## config.mk

```make
export PLATFORM = sky130hd
export DESIGN_NAME = wb_cache2w
export DESIGN_NICKNAME = d
export VERILOG_FILES = /design/src/rtl/wbc_pkg.sv /design/src/rtl/wbc_way_match.sv /design/src/rtl/wbc_victim.sv /design/src/rtl/wbc_byte_lane.sv /design/src/rtl/wb_cache2w.sv
export SDC_FILE = /design/constraint.sdc
export NUM_CORES = 1
export LEC_CHECK = 0
export BUFFER_PORTS_ARGS = -buffer_cell sky130_fd_sc_hd__buf_2
export CORE_MARGIN = 2
export CORE_UTILIZATION = 45
export DETAILED_ROUTE_END_ITERATION = 12
export PLACE_DENSITY_LB_ADDON = 0.05
export SYNTH_ARGS = -nofsm -noshare
export SYNTH_HDL_FRONTEND = slang
export SYNTH_HIERARCHICAL = 1
export SYNTH_SLANG_ARGS = --single-unit
```

## constraint.sdc

```tcl
create_clock -name clk -period 10.7 [get_ports clk]
set_input_delay 2.675 -clock clk [delete_from_list [all_inputs] [get_ports clk]]
set_output_delay 2.675 -clock clk [all_outputs]
set_load 0.05 [all_outputs]
```

## src/rtl/wbc_pkg.sv

```systemverilog
package wbc_pkg;
   typedef enum logic [2:0] {
      ST_IDLE,
      ST_LOOK,
      ST_EVICT,
      ST_REFILL,
      ST_BYPASS
   } cstate_t;
endpackage

```

## src/rtl/wbc_way_match.sv

```systemverilog
module wbc_way_match #(
   parameter int TAG_W = 6
) (
   input  logic             valid_i,
   input  logic [TAG_W-1:0] stored_i,
   input  logic [TAG_W-1:0] tag_i,
   output logic             match_o
);
   assign match_o = valid_i && (stored_i == tag_i);
endmodule

```

## src/rtl/wbc_victim.sv

```systemverilog
module wbc_victim #(
   parameter int WAYS = 2,
   localparam int WAY_W = $clog2(WAYS)
) (
   input  logic [WAYS-1:0]  valid_i,
   input  logic [WAY_W-1:0] lru_i,
   output logic [WAY_W-1:0] way_o
);
   always_comb begin
      way_o = lru_i;
      for (int w = WAYS - 1; w >= 0; w--) begin
         if (!valid_i[w]) way_o = WAY_W'(w);
      end
   end
endmodule

```

## src/rtl/wbc_byte_lane.sv

```systemverilog
module wbc_byte_lane #(
   parameter int BYTES = 2,
   parameter int DW    = 8,
   localparam int OFF_W = $clog2(BYTES),
   localparam int BLK_W = BYTES * DW
) (
   input  logic [BLK_W-1:0] blk_i,
   input  logic [OFF_W-1:0] off_i,
   input  logic [DW-1:0]    byte_i,
   output logic [DW-1:0]    rd_o,
   output logic [BLK_W-1:0] merged_o
);
   for (genvar b = 0; b < BYTES; b++) begin : g_lane
      assign merged_o[b*DW +: DW] = (off_i == OFF_W'(b)) ? byte_i : blk_i[b*DW +: DW];
   end

   always_comb begin
      rd_o = '0;
      for (int b = 0; b < BYTES; b++) begin
         if (off_i == OFF_W'(b)) rd_o = blk_i[b*DW +: DW];
      end
   end
endmodule

```

## src/rtl/wb_cache2w.sv

```systemverilog
module wb_cache2w #(
   parameter int ADDR_W      = 8,
   parameter int DATA_W      = 8,
   parameter int SETS        = 2,
   parameter int WAYS        = 2,
   parameter int BLOCK_BYTES = 2,
   localparam int OFF_W = $clog2(BLOCK_BYTES),
   localparam int IDX_W = $clog2(SETS),
   localparam int TAG_W = ADDR_W - IDX_W - OFF_W,
   localparam int WAY_W = $clog2(WAYS),
   localparam int BLK_W = BLOCK_BYTES * DATA_W
) (
   input  logic              clk,
   input  logic              rst,
   input  logic              mode_alloc,
   input  logic              cpu_valid,
   output logic              cpu_ready,
   input  logic [ADDR_W-1:0] cpu_addr,
   input  logic              cpu_we,
   input  logic [DATA_W-1:0] cpu_wdata,
   output logic              cpu_done,
   output logic              cpu_hit,
   output logic [DATA_W-1:0] cpu_rdata,
   output logic              mem_req,
   output logic              mem_blk_wr,
   output logic              mem_byte_wr,
   output logic [ADDR_W-1:0] mem_addr,
   output logic [BLK_W-1:0]  mem_wblk,
   output logic [DATA_W-1:0] mem_wbyte,
   input  logic              mem_ack,
   input  logic [BLK_W-1:0]  mem_rblk
);
   import wbc_pkg::*;

   if (WAYS != 2) begin : g_bad_ways
      $error("wb_cache2w: one LRU bit per set needs WAYS == 2");
   end
   if (SETS < 2 || (1 << IDX_W) != SETS) begin : g_bad_sets
      $error("wb_cache2w: SETS must be a power of two, at least 2");
   end
   if (BLOCK_BYTES < 2 || (1 << OFF_W) != BLOCK_BYTES) begin : g_bad_blk
      $error("wb_cache2w: BLOCK_BYTES must be a power of two, at least 2");
   end
   if (TAG_W < 1) begin : g_bad_tag
      $error("wb_cache2w: address too narrow for the geometry");
   end

   cstate_t state_q;

   logic [TAG_W-1:0] tag_q   [SETS][WAYS];
   logic [BLK_W-1:0] data_q  [SETS][WAYS];
   logic             valid_q [SETS][WAYS];
   logic             dirty_q [SETS][WAYS];
   logic [WAY_W-1:0] lru_q   [SETS];

   logic [ADDR_W-1:0] req_addr_q;
   logic              req_we_q;
   logic [DATA_W-1:0] req_wdata_q;

   logic              done_q, hit_q;
   logic [DATA_W-1:0] rdata_q;

   logic [TAG_W-1:0] r_tag;
   logic [IDX_W-1:0] r_idx;
   logic [OFF_W-1:0] r_off;

   assign r_tag = req_addr_q[ADDR_W-1 -: TAG_W];
   assign r_idx = req_addr_q[OFF_W +: IDX_W];
   assign r_off = req_addr_q[OFF_W-1:0];

   logic [WAYS-1:0] match, set_valid;
   logic [WAY_W-1:0] hit_way, vict_way;
   logic hit_any;

   for (genvar w = 0; w < WAYS; w++) begin : g_way
      assign set_valid[w] = valid_q[r_idx][w];
      wbc_way_match #(.TAG_W(TAG_W)) u_match (
         .valid_i (valid_q[r_idx][w]),
         .stored_i(tag_q[r_idx][w]),
         .tag_i   (r_tag),
         .match_o (match[w])
      );
   end

   assign hit_any = |match;

   always_comb begin
      hit_way = '0;
      for (int w = 0; w < WAYS; w++) begin
         if (match[w]) hit_way = WAY_W'(w);
      end
   end

   wbc_victim #(.WAYS(WAYS)) u_victim (
      .valid_i(set_valid),
      .lru_i  (lru_q[r_idx]),
      .way_o  (vict_way)
   );

   logic [DATA_W-1:0] hit_rd, fill_rd;
   logic [BLK_W-1:0]  hit_merged, fill_merged;

   wbc_byte_lane #(.BYTES(BLOCK_BYTES), .DW(DATA_W)) u_hit_lane (
      .blk_i   (data_q[r_idx][hit_way]),
      .off_i   (r_off),
      .byte_i  (req_wdata_q),
      .rd_o    (hit_rd),
      .merged_o(hit_merged)
   );

   wbc_byte_lane #(.BYTES(BLOCK_BYTES), .DW(DATA_W)) u_fill_lane (
      .blk_i   (mem_rblk),
      .off_i   (r_off),
      .byte_i  (req_wdata_q),
      .rd_o    (fill_rd),
      .merged_o(fill_merged)
   );

   always_ff @(posedge clk) begin
      if (rst) begin
         state_q <= ST_IDLE;
         done_q  <= 1'b0;
         hit_q   <= 1'b0;
         rdata_q <= '0;
         for (int s = 0; s < SETS; s++) begin
            lru_q[s] <= '0;
            for (int w = 0; w < WAYS; w++) begin
               valid_q[s][w] <= 1'b0;
               dirty_q[s][w] <= 1'b0;
            end
         end
      end else begin
         done_q <= 1'b0;
         unique case (state_q)
            ST_IDLE: begin
               if (cpu_valid) begin
                  req_addr_q  <= cpu_addr;
                  req_we_q    <= cpu_we;
                  req_wdata_q <= cpu_wdata;
                  state_q     <= ST_LOOK;
               end
            end
            ST_LOOK: begin
               if (hit_any) begin
                  done_q        <= 1'b1;
                  hit_q         <= 1'b1;
                  rdata_q       <= req_we_q ? req_wdata_q : hit_rd;
                  lru_q[r_idx]  <= ~hit_way;
                  if (req_we_q) begin
                     data_q[r_idx][hit_way]  <= hit_merged;
                     dirty_q[r_idx][hit_way] <= 1'b1;
                  end
                  state_q <= ST_IDLE;
               end else if (req_we_q && !mode_alloc) begin
                  state_q <= ST_BYPASS;
               end else if (valid_q[r_idx][vict_way] && dirty_q[r_idx][vict_way]) begin
                  state_q <= ST_EVICT;
               end else begin
                  state_q <= ST_REFILL;
               end
            end
            ST_EVICT: begin
               if (mem_ack) begin
                  dirty_q[r_idx][vict_way] <= 1'b0;
                  state_q                  <= ST_REFILL;
               end
            end
            ST_REFILL: begin
               if (mem_ack) begin
                  data_q[r_idx][vict_way]  <= req_we_q ? fill_merged : mem_rblk;
                  tag_q[r_idx][vict_way]   <= r_tag;
                  valid_q[r_idx][vict_way] <= 1'b1;
                  dirty_q[r_idx][vict_way] <= req_we_q;
                  lru_q[r_idx]             <= ~vict_way;
                  done_q                   <= 1'b1;
                  hit_q                    <= 1'b0;
                  rdata_q                  <= req_we_q ? req_wdata_q : fill_rd;
                  state_q                  <= ST_IDLE;
               end
            end
            ST_BYPASS: begin
               if (mem_ack) begin
                  done_q  <= 1'b1;
                  hit_q   <= 1'b0;
                  rdata_q <= req_wdata_q;
                  state_q <= ST_IDLE;
               end
            end
            default: state_q <= ST_IDLE;
         endcase
      end
   end

   assign cpu_ready   = (state_q == ST_IDLE);
   assign cpu_done    = done_q;
   assign cpu_hit     = hit_q;
   assign cpu_rdata   = rdata_q;
   assign mem_req     = (state_q == ST_EVICT) || (state_q == ST_REFILL) || (state_q == ST_BYPASS);
   assign mem_blk_wr  = (state_q == ST_EVICT);
   assign mem_byte_wr = (state_q == ST_BYPASS);
   assign mem_wblk    = data_q[r_idx][vict_way];
   assign mem_wbyte   = req_wdata_q;

   always_comb begin
      unique case (state_q)
         ST_EVICT:  mem_addr = {tag_q[r_idx][vict_way], r_idx, {OFF_W{1'b0}}};
         ST_BYPASS: mem_addr = req_addr_q;
         default:   mem_addr = {r_tag, r_idx, {OFF_W{1'b0}}};
      endcase
   end
endmodule

```

==> results of run 1 <==
[flip-flops by register name, indices dropped and copies added (netlist names), named ones only]
| signal | flops |
|---|---|
| dirty_q | 4 |
| cpu_done | 1 |
| data_q | 64 |
| req_addr_q | 8 |
| lru_q | 2 |
| mem_wbyte | 8 |
| state_q | 3 |
| cpu_hit | 1 |
| tag_q | 24 |
| cpu_rdata | 8 |
| valid_q | 4 |
| req_we_q | 1 |
[metal layers]
| metal | track usage | part of all wire | vias to the layer above |
|---|---|---|---|
| li1 | - | - | 1990 |
| met1 | 0.2990 | 0.47 | 2226 |
| met2 | 0.3289 | 0.46 | 133 |
| met3 | 0.05576 | 0.054 | 13 |
| met4 | 0.05503 | 0.0086 | 0 |
| met5 | 0 | 0 | - |
[report_power, final]
part / leakage [nW] / internal [mW] / switching, mW
sequential: 1.17 / 0.585 / 0.0294
clock: 0.286 / 0.387 / 0.219
combinational: 1.58 / 0.154 / 0.270
[through the flow]
stage	cells	setup slack (ns)	instance area, um^2	hold WS [ns]	power, mW
after floorplan	457	4.780	7116	0.5630	0.9595
after global placement	726	5.216	7674	0.5126	1.044
after detailed placement	726	5.168	7674	0.5235	1.047
after CTS	758	4.705	8292	0.5384	1.654
after global routing	758	4.568	8292	0.5786	1.704
final	758	4.745	8292	0.5367	1.644
[layout make-up]
type	instances	area, um^2	share of cell area
clock buffers	17	425.4	0.05131
clock inverters	15	192.7	0.02324
inverters	6	23.77	0.002867
multi-input cells	287	3161	0.3812
flip-flops and latches	129	3735	0.4504
well taps	211	264.0	0.03184
repair buffers	93	490.5	0.05915
[cells in the final DEF (no fill, tap or decap), types with 2 or more instances in the layout]
master / synthesis / layout
edfxtp_1: 115 / 115
or2_2: 5 / 5
clkinv_1: 1 / 3
mux2_4: 40 / 40
a21oi_1: 13 / 13
a21o_1: 5 / 5
xnor2_1: 6 / 6
nand3_1: 3 / 3
nand2_1: 10 / 10
nor2b_1: 2 / 2
a222oi_1: 8 / 8
o21bai_1: 3 / 3
o21ai_0: 6 / 6
inv_1: 3 / 3
nand4_1: 3 / 3
clkbuf_16: 0 / 17
mux2_2: 72 / 72
xor2_1: 6 / 6
a31oi_1: 4 / 4
mux4_2: 32 / 32
dfxtp_1: 14 / 13
nor3b_1: 3 / 3
bufinv_16: 0 / 4
nor4_2: 2 / 4
nor4_1: 6 / 3
clkinvlp_4: 0 / 5
a211oi_1: 10 / 10
nor2_1: 14 / 14
buf_2: 10 / 83
mux2i_1: 6 / 6
and2_1: 2 / 2
clkinv_2: 1 / 3
nor3_1: 3 / 3
buf_4: 3 / 10
and3_1: 3 / 3
clkinv_4: 0 / 2
nand2b_1: 4 / 4
[path summary, 6_finish.rpt]
check | from | slack, ns | end
max | flip-flop | 4.75 | mem_wblk[5]
min | cpu_rdata[6]$_SDFFE_PP0P_ | 0.54 | cpu_rdata[6]$_SDFFE_PP0P_
max reg2reg | flip-flop | 6.83 | data_q[0][19]$_DFFE_PP_
min reg2reg | cpu_rdata[6]$_SDFFE_PP0P_ | 0.54 | cpu_rdata[6]$_SDFFE_PP0P_
[kinds of logic after synthesis]
group,Yosys count,share of synthesized area
buffers and inverters,41,0.03657
and+or+nand+nor,69,0.05978
DFF,129,0.5247
muxes,150,0.3081
xor gates and xnor gates,12,0.01477
AOI/OAI and AO/OA,56,0.05609
[worst reg2reg max path, stage by stage (launching register included)]
cell      delay, ns
dfxtp_2        0.31
buf_4          0.65
mux2_2         0.45
inv_1          0.10
a21boi_4       0.11
buf_4          0.30
nor3_4         0.88
a31oi_1        0.14
nor2_1         0.32
buf_4          0.29
==> metrics.cfg, run 1 <==
[synthesis]
synth.most_common_cell = edfxtp_1
synth_seq_cells = 129
ys_warn_count = 6
synth_flop_cell = edfxtp_1
avgSynthCellArea_um2 = 15.57
synth_top_area_frac = 0.4853
synth_common_cells = edfxtp_1, mux2_2, mux2_4
async_flop_share = 0
synth_cell_types = 55
synth_top_cell_by_area = edfxtp_1
syn-num-nets = 495
ys_seq_area_frac = 0.5247
synth.cell_area_um2 = 7116
synth.area.top_cells = edfxtp_1, mux2_2, mux4_2
synth_edf_count = 115
syn_inst = 457

[setup_path]
max_stage_delay_ns = 0.65
start_kind = flip-flop
crit_required_ns = 8.03
cp_top_family = buffers and inverters
worst-path-buf-inv = 3
arrival_ns = 3.28
reg2regPathDepth = 9
crit_type = reg -> out
endpoint_kind = output port
worst-path-max-fanout = 49
path_depth = 6
crit_path_cell_trace = buf_4 -> mux2_2 -> a21boi_4 -> buf_4 -> mux4_2 -> buf_2
cp_common_cell = buf_4
slowest_stage = buf_4

[cells_and_area]
layout.nets = 572
utilization = 0.5414
fill_cells = 1271
antenna_cells = 0
syn_to_final_growth_pct = 16.53
drive_gt1_frac = 0.5283

[timing]
worst_slew_pin_slew_ns = 1.060
fmax_ghz = 0.1679
finClkSkew_ns = 0.004910
finalSetupTns_ns = 0
relSlewSlack = 0.2875
hold_viol_final = 0
setup_viol = 0
fin_crit_ns = 5.955
slew_viol_final = 0
period_share = 0.5565
rsz0062_at_grt = false

[die]
ios = 84
start_util = 0.4646
rows = 45
dieArea_um2 = 16830
die_h_um = 129.7
dieWidth_um = 129.7
core_um2 = 15310

[clock_network]
clk_latency_ns = 0.42
holdBufCountCts = 0
clk_pin_slew_worst_paths_ns = 0.06
numCtsBuffers = 17
cts_resized = 0
clock_path_buffers = 2
h-tree-depth = 4
cts_tree = done
cts_root_buf = clkbuf_16
cts.sinks = 129
cts_setup_buffers = 0

[grt]
overflow = 0
grt.total_usage = 0.2118
first_global_vias = 4371
grt_pass1_wl_mm = 25.83
antenna_found_initial = 0
grt_start_max_net_pins = 50

[route]
drt_iter0_drc = 325
vias_per_cell = 5.755
post_drt_wl_per_cell_um = 22.62
drc = 0
dr.pass1.iters = 7
drt-total-wl_mm = 17.15
ant_nets = 0
vias = 4362

[flow_run]
drv_cap = 0

[status]
outcome = completed

[placed_design]
portBuffers = 83
place_hpwl_mm = 11.30
finalWeightedCongestion = 0.8074

[hold_path]
hold_path.class = reg -> reg
whs_path_depth = 2

[power_and_ir_drop]
peakVddDrop_uv = 112.6
power.density_nw_per_um2 = 198.3
power.leakage_nw = 3.028

Power figures use the tool's default switching activity.
==> run 2, diff against run 1 <==
- ABC_AREA: not set -> 1
- clock period: 10.7 -> 4.9 ns (I/O delays scaled with it)
==> metrics.cfg, run 2 <==
[clock_network]
clk_pin_slew_worst_paths_ns = 0.06  ; about the same
clk_latency_ns = 0.42  ; about the same
holdBufCountCts = 0  ; unchanged
cts.sinks = 129  ; unchanged
cts_tree = done
numCtsBuffers = 17  ; unchanged
h-tree-depth = 4  ; unchanged
cts_root_buf = clkbuf_16
cts_setup_buffers = 0  ; unchanged
clock_path_buffers = 2  ; unchanged
cts_resized = 0  ; unchanged

[grt]
grt.total_usage = 0.2156  ; +0.003798
antenna_found_initial = 0  ; unchanged
grt_pass1_wl_mm = 29.03  ; +12%
grt_start_max_net_pins = 51  ; +2.0%
first_global_vias = 5241  ; +20%
overflow = 0  ; unchanged

[cells_and_area]
layout.nets = 1014  ; +77%
mostFrequentLayoutCells = nand2_1, edfxtp_1, buf_2
largest_register_ffs = 64  ; unchanged
syn_to_final_growth_pct = 14.05
drive_gt1_frac = 0.2012  ; -0.3271
layout_commonest_cell = nand2_1
antenna_cells = 0  ; unchanged
largest_register = data_q
reg_top3 = data_q: 64 flops, tag_q: 24 flops

[synthesis]
synth_flop_cell = edfxtp_1
synth_top_area_frac = 0.4634  ; -0.02192
synth.cell_area_um2 = 7452  ; +4.7%
ys_warn_count = 6  ; unchanged
synth_seq_cells = 129  ; unchanged
async_flop_share = 0  ; unchanged
syn_inst = 908  ; +99%
ys_seq_area_frac = 0.5010  ; -0.02370
synth_common_cells = nand2_1, edfxtp_1, o21ai_0
synth_edf_count = 115  ; unchanged
syn-num-nets = 946  ; +91%
synth_cell_types = 40  ; -27%
avgSynthCellArea_um2 = 8.207  ; -47%
synth.area.top_cells = edfxtp_1, nand2_1, o21ai_0
synth_top_cell_by_area = edfxtp_1
synth.most_common_cell = nand2_1

[die]
dieWidth_um = 132.7  ; +2.3%
rows = 47  ; +4.4%
start_util = 0.4542  ; -0.01042
dieArea_um2 = 17610  ; +4.6%
ios = 84  ; unchanged
core_um2 = 16410  ; +7.1%
die_h_um = 132.7  ; +2.3%

[timing]
setup_viol = 0  ; unchanged
fin_ws_ns = 1.158  ; -3.588 ns
finClkSkew_ns = 0.01107  ; +0.006163 ns
fin_crit_ns = 3.742
worst_slew_pin_slew_ns = 1.044  ; -0.01618 ns
period_share = 0.7637
fmax_ghz = 0.2672
slew_viol_final = 0  ; unchanged
hold_viol_final = 0  ; unchanged
rsz0062_at_grt = false
relSlewSlack = 0.3034  ; +0.01592
finalSetupTns_ns = 0  ; unchanged

[route]
vias = 5904  ; +35%
drt-total-wl_mm = 18.34  ; +6.9%
ant_nets = 0  ; unchanged
dr.pass1.iters = 7  ; unchanged
post_drt_wl_per_cell_um = 15.17  ; -33%
drt_iter0_drc = 390  ; +20%
drc = 0  ; unchanged
vias_per_cell = 4.883  ; -15%

[power_and_ir_drop]
power.density_nw_per_um2 = 387.9  ; +96%
power.leakage_nw = 3.864  ; +28%
peakVddDrop_uv = 225.7  ; +100%
p_sw_mw = 1.055  ; +100%
p_comb_frac = 0.217  ; -0.041
swShare = 0.3199  ; +0.004605
p_clk_frac = 0.392  ; +0.023
internal-power_mw = 2.242  ; +99%
p_seq_frac = 0.391  ; +0.017

[setup_path]
arrival_ns = 2.52  ; -0.76 ns
endpoint_kind = output port
max_stage_delay_ns = 0.71  ; +0.06 ns
slowest_stage = nor2_1
crit_type = reg -> out
crit_path_cell_trace = nand2_4 -> nor2_1 -> inv_1 -> nand2_1 -> o21ai_0 -> buf_2
crit_required_ns = 3.67  ; -4.36 ns
start_kind = flip-flop
worst-path-max-fanout = 9  ; -82%

[hold_path]
hold_path.class = reg -> reg

[placed_design]
place_hpwl_mm = 12.83  ; +13%
portBuffers = 83  ; unchanged
finalWeightedCongestion = 0.8180  ; +1.3%
dp_slack_ns = 1.625  ; -3.543 ns

[flow_run]
drv_cap = 0  ; unchanged

[status]
outcome = completed

run 2: cell types whose count changed after synthesis, sizes merged, moves of 32 or more:
cell	before	now
mux4	32	0
inv	4	64
mux2	112	0
o21ai	6	101
nor2	15	54
nand2	11	451
run 2: final timing paths:
path | from | endpoint | slack, ns | depth (start not counted)
setup / recovery | state_q[1]$_SDFFE_PP0P_ | mem_addr[6] | 1.16 | 6
hold / removal | cpu_hit$_SDFFE_PP0P_ | cpu_hit$_SDFFE_PP0P_ | 0.51 | 2
setup reg to reg | flip-flop | data_q[1][11]$_DFFE_PP_ | 1.70 | 13
hold reg to reg | cpu_hit$_SDFFE_PP0P_ | cpu_hit$_SDFFE_PP0P_ | 0.51 | 2
run 2: power by group through the flow:
stage	Combinational (mW)	Sequential [mW]	Clock, mW
finish	0.714	1.29	1.29
global route	0.788	1.30	1.35
CTS	0.718	1.29	1.31
detailed placement	0.717	1.31	0
global placement	0.715	1.31	0
floorplan	0.528	1.33	0
run 2: critical path: cells and delay by family, from the launching register on:
family,cells,cell delay [ns]
buffers and inverters,2,0.57
AOI/OAI and AO/OA,1,0.08
DFF,1,0.47
and+or+nand+nor,3,0.95
run 2: area by class of cell:
cell class / instances / area, um^2
flip-flops and latches: 129 / 3735
repair buffers: 93 / 490.5
clock inverters: 13 / 161.4
clock buffers: 19 / 442.9
inverters: 65 / 271.5
multi-input cells: 670 / 3123
well taps: 220 / 275.3
fillers: 1556 / 7908
run 2: stage by stage:
step	hold slack (ns)	power, mW	cells	area, um^2	utilization
2_1_floorplan	0.5248	1.857	908	7452	-
3_3_place_gp	0.4851	2.028	1177	7895	0.4812
3_5_place_dp	0.4895	2.029	1177	7895	0.4812
4_1_cts	0.5105	3.316	1209	8499	0.5180
5_1_grt	0.5544	3.436	1209	8499	0.5180
6_report	0.5050	3.297	1209	8499	0.5180
run 2: routing by layer:
metal / track usage / up-vias / part of all wire
li1: - / 3067 / -
met1: 0.3407 / 2654 / 0.53
met2: 0.2913 / 162 / 0.40
met3: 0.04176 / 21 / 0.052
met4: 0.07587 / 0 / 0.017
met5: 0 / - / 0
run 2: cell families (layout without fill, tap and decap cells):
family                 Yosys count  count (layout)  synth area share
AO/OA/AOI/OAI                  128             128           0.09738
XOR/XNOR                         2               2          0.002351
buffers and inverters          109             190           0.08126
flip-flops                     129             129            0.5010
multiplexers                    16              16           0.02149
AND/OR/NAND/NOR                524             524            0.2965
==> run 3, diff against run 2 <==
- ABC_AREA: 1 -> 0
- clock period: 4.9 -> 3.56 ns (I/O delays scaled with it)
==> metrics.cfg, run 3 (same netlist as run 1, synthesis figures left out) <==
[grt]
grt_pass1_wl_mm = 26.41  ; -9.0%
overflow = 0  ; unchanged
grt_start_max_net_pins = 49  ; -3.9%
antenna_found_initial = 0  ; unchanged
first_global_vias = 4513  ; -14%
grt.total_usage = 0.2163  ; +0.0007038

[cells_and_area]
fill_cells = 1311  ; -16%
largest_register = data_q
layout_commonest_cell = edfxtp_1
syn_to_final_growth_pct = 17.97
largest_register_ffs = 64  ; unchanged
reg_top3 = data_q: 64 flops, tag_q: 24 flops
mostFrequentLayoutCells = edfxtp_1, buf_2, mux2_2
layout.nets = 592  ; -42%
antenna_cells = 0  ; unchanged
drive_gt1_frac = 0.5291  ; +0.3279

[timing]
slew_viol_final = 0  ; unchanged
fin_crit_ns = 3.324
hold_ws_ns = 0.5207  ; +0.01568 ns
fmax_ghz = 0.3008
hold_viol_final = 0  ; unchanged
setup_viol = 0  ; unchanged
relSlewSlack = 0.2873  ; -0.01613
rsz0062_at_grt = false
finClkSkew_ns = 0.008144  ; -0.002929 ns
finalSetupTns_ns = 0  ; unchanged
period_share = 0.9338
worst_slew_pin_slew_ns = 1.065  ; +0.02138 ns

[flow_run]
drv_cap = 0  ; unchanged

[route]
drt_iter0_drc = 332  ; -15%
vias_per_cell = 5.650  ; +16%
vias = 4396  ; -26%
ant_nets = 0  ; unchanged
drt-total-wl_mm = 17.32  ; -5.6%
dr.pass1.iters = 9  ; +2
post_drt_wl_per_cell_um = 22.26  ; +47%
drc = 0  ; unchanged

[power_and_ir_drop]
power.leakage_nw = 3.122  ; -19%
peakVddDrop_uv = 360.8  ; +60%
power.density_nw_per_um2 = 575.1  ; +48%
p_total_mw = 4.828  ; +46%

[die]
rows = 45  ; -4.3%
core_um2 = 15310  ; -6.7%
dieArea_um2 = 16830  ; -4.4%
die_h_um = 129.7  ; -2.2%
ios = 84  ; unchanged
dieWidth_um = 129.7  ; -2.2%
start_util = 0.4646  ; +0.01042

[hold_path]
whs_path_depth = 2  ; unchanged
hold_path.class = reg -> reg

[clock_network]
cts_setup_buffers = 0  ; unchanged
clock_path_buffers = 2  ; unchanged
cts_root_buf = clkbuf_16
h-tree-depth = 4  ; unchanged
numCtsBuffers = 17  ; unchanged
cts_tree = done
clk_latency_ns = 0.41  ; about the same
cts_resized = 0  ; unchanged
clk_pin_slew_worst_paths_ns = 0.05  ; about the same
cts.sinks = 129  ; unchanged
holdBufCountCts = 0  ; unchanged

[placed_design]
finalWeightedCongestion = 0.7831  ; -4.3%
place_hpwl_mm = 11.60  ; -9.5%
portBuffers = 83  ; unchanged

[setup_path]
endpoint_kind = output port
start_kind = flip-flop
reg2regPathDepth = 10  ; -3
crit_type = reg -> out
worst-path-max-fanout = 11  ; +2
rrSetupSlack_ns = 0.41  ; -1.29 ns
crit_required_ns = 2.67  ; -1.00 ns
arrival_ns = 2.43  ; -0.09 ns

[status]
outcome = completed

==> run 3: changes by cell type in the layout (fill, tap and decap cells not counted), moves of 17 or more <==
cell | before | now
mux2_2 | 0 | 72
inv_1 | 54 | 3
nand2_1 | 421 | 10
mux4_2 | 0 | 32
nor2_1 | 45 | 14
o21ai_0 | 71 | 0
nand2_2 | 23 | 1
mux2_4 | 0 | 40
buf_4 | 10 | 27
==> run 3: metal layers <==
| metal | routed length (um) | share of wire | up-vias | global-route usage |
|---|---|---|---|---|
| met2 | 8431 | 0.49 | 121 | 0.3560 |
| met4 | 206 | 0.012 | 0 | 0.06515 |
| met1 | 7944 | 0.46 | 2234 | 0.2957 |
| met5 | 0 | 0 | - | 0 |
| li1 | - | - | 2029 | - |
| met3 | 735 | 0.042 | 12 | 0.03895 |
==> run 3: final timing paths <==
path | startpoint | to
max | flip-flop | mem_wblk[6]
min | cpu_rdata[6]$_SDFFE_PP0P_ | cpu_rdata[6]$_SDFFE_PP0P_
min reg2reg | cpu_rdata[6]$_SDFFE_PP0P_ | cpu_rdata[6]$_SDFFE_PP0P_
max reg2reg | flip-flop | cpu_rdata[2]$_SDFFE_PP0P_
==> run 3: through the flow <==
step | worst slack (ns) | utilization | instances | cell area (um^2)
4_1_cts | 0.07757 | 0.5449 | 773 | 8344
2_1_floorplan | 0.01365 | - | 457 | 7118
3_5_place_dp | 0.4165 | 0.5088 | 741 | 7792
6_report | 0.2355 | 0.5481 | 778 | 8394
3_3_place_gp | 0.4583 | 0.5088 | 741 | 7792
5_1_grt | 0.1212 | 0.5481 | 778 | 8394
==> run 3: power breakdown <==
part	internal, mW	total [mW]	switching [mW]
clock network	1.05	1.65	0.608
registers	1.76	1.85	0.0960
logic	0.497	1.32	0.822
total	3.30	4.83	1.53
==> run 3: layout make-up <==
class,instances,area (um^2),area share
Clock buffer,26,469.2,0.05590
Clock inverter,6,82.58,0.009838
Inverter,6,23.77,0.002832
Multi-Input combinational cell,287,3142,0.3743
Sequential cell,129,3735,0.4449
Tap cell,211,264.0,0.03145
Timing Repair Buffer,113,678.2,0.08079
==> run 3: critical path: stages (launching register included) <==
cell	delay (ns)
dfxtp_2	0.41
buf_4	0.24
mux2_2	0.37
a21boi_4	0.17
buf_12	0.14
buf_4	0.16
mux4_2	0.30
buf_2	0.23
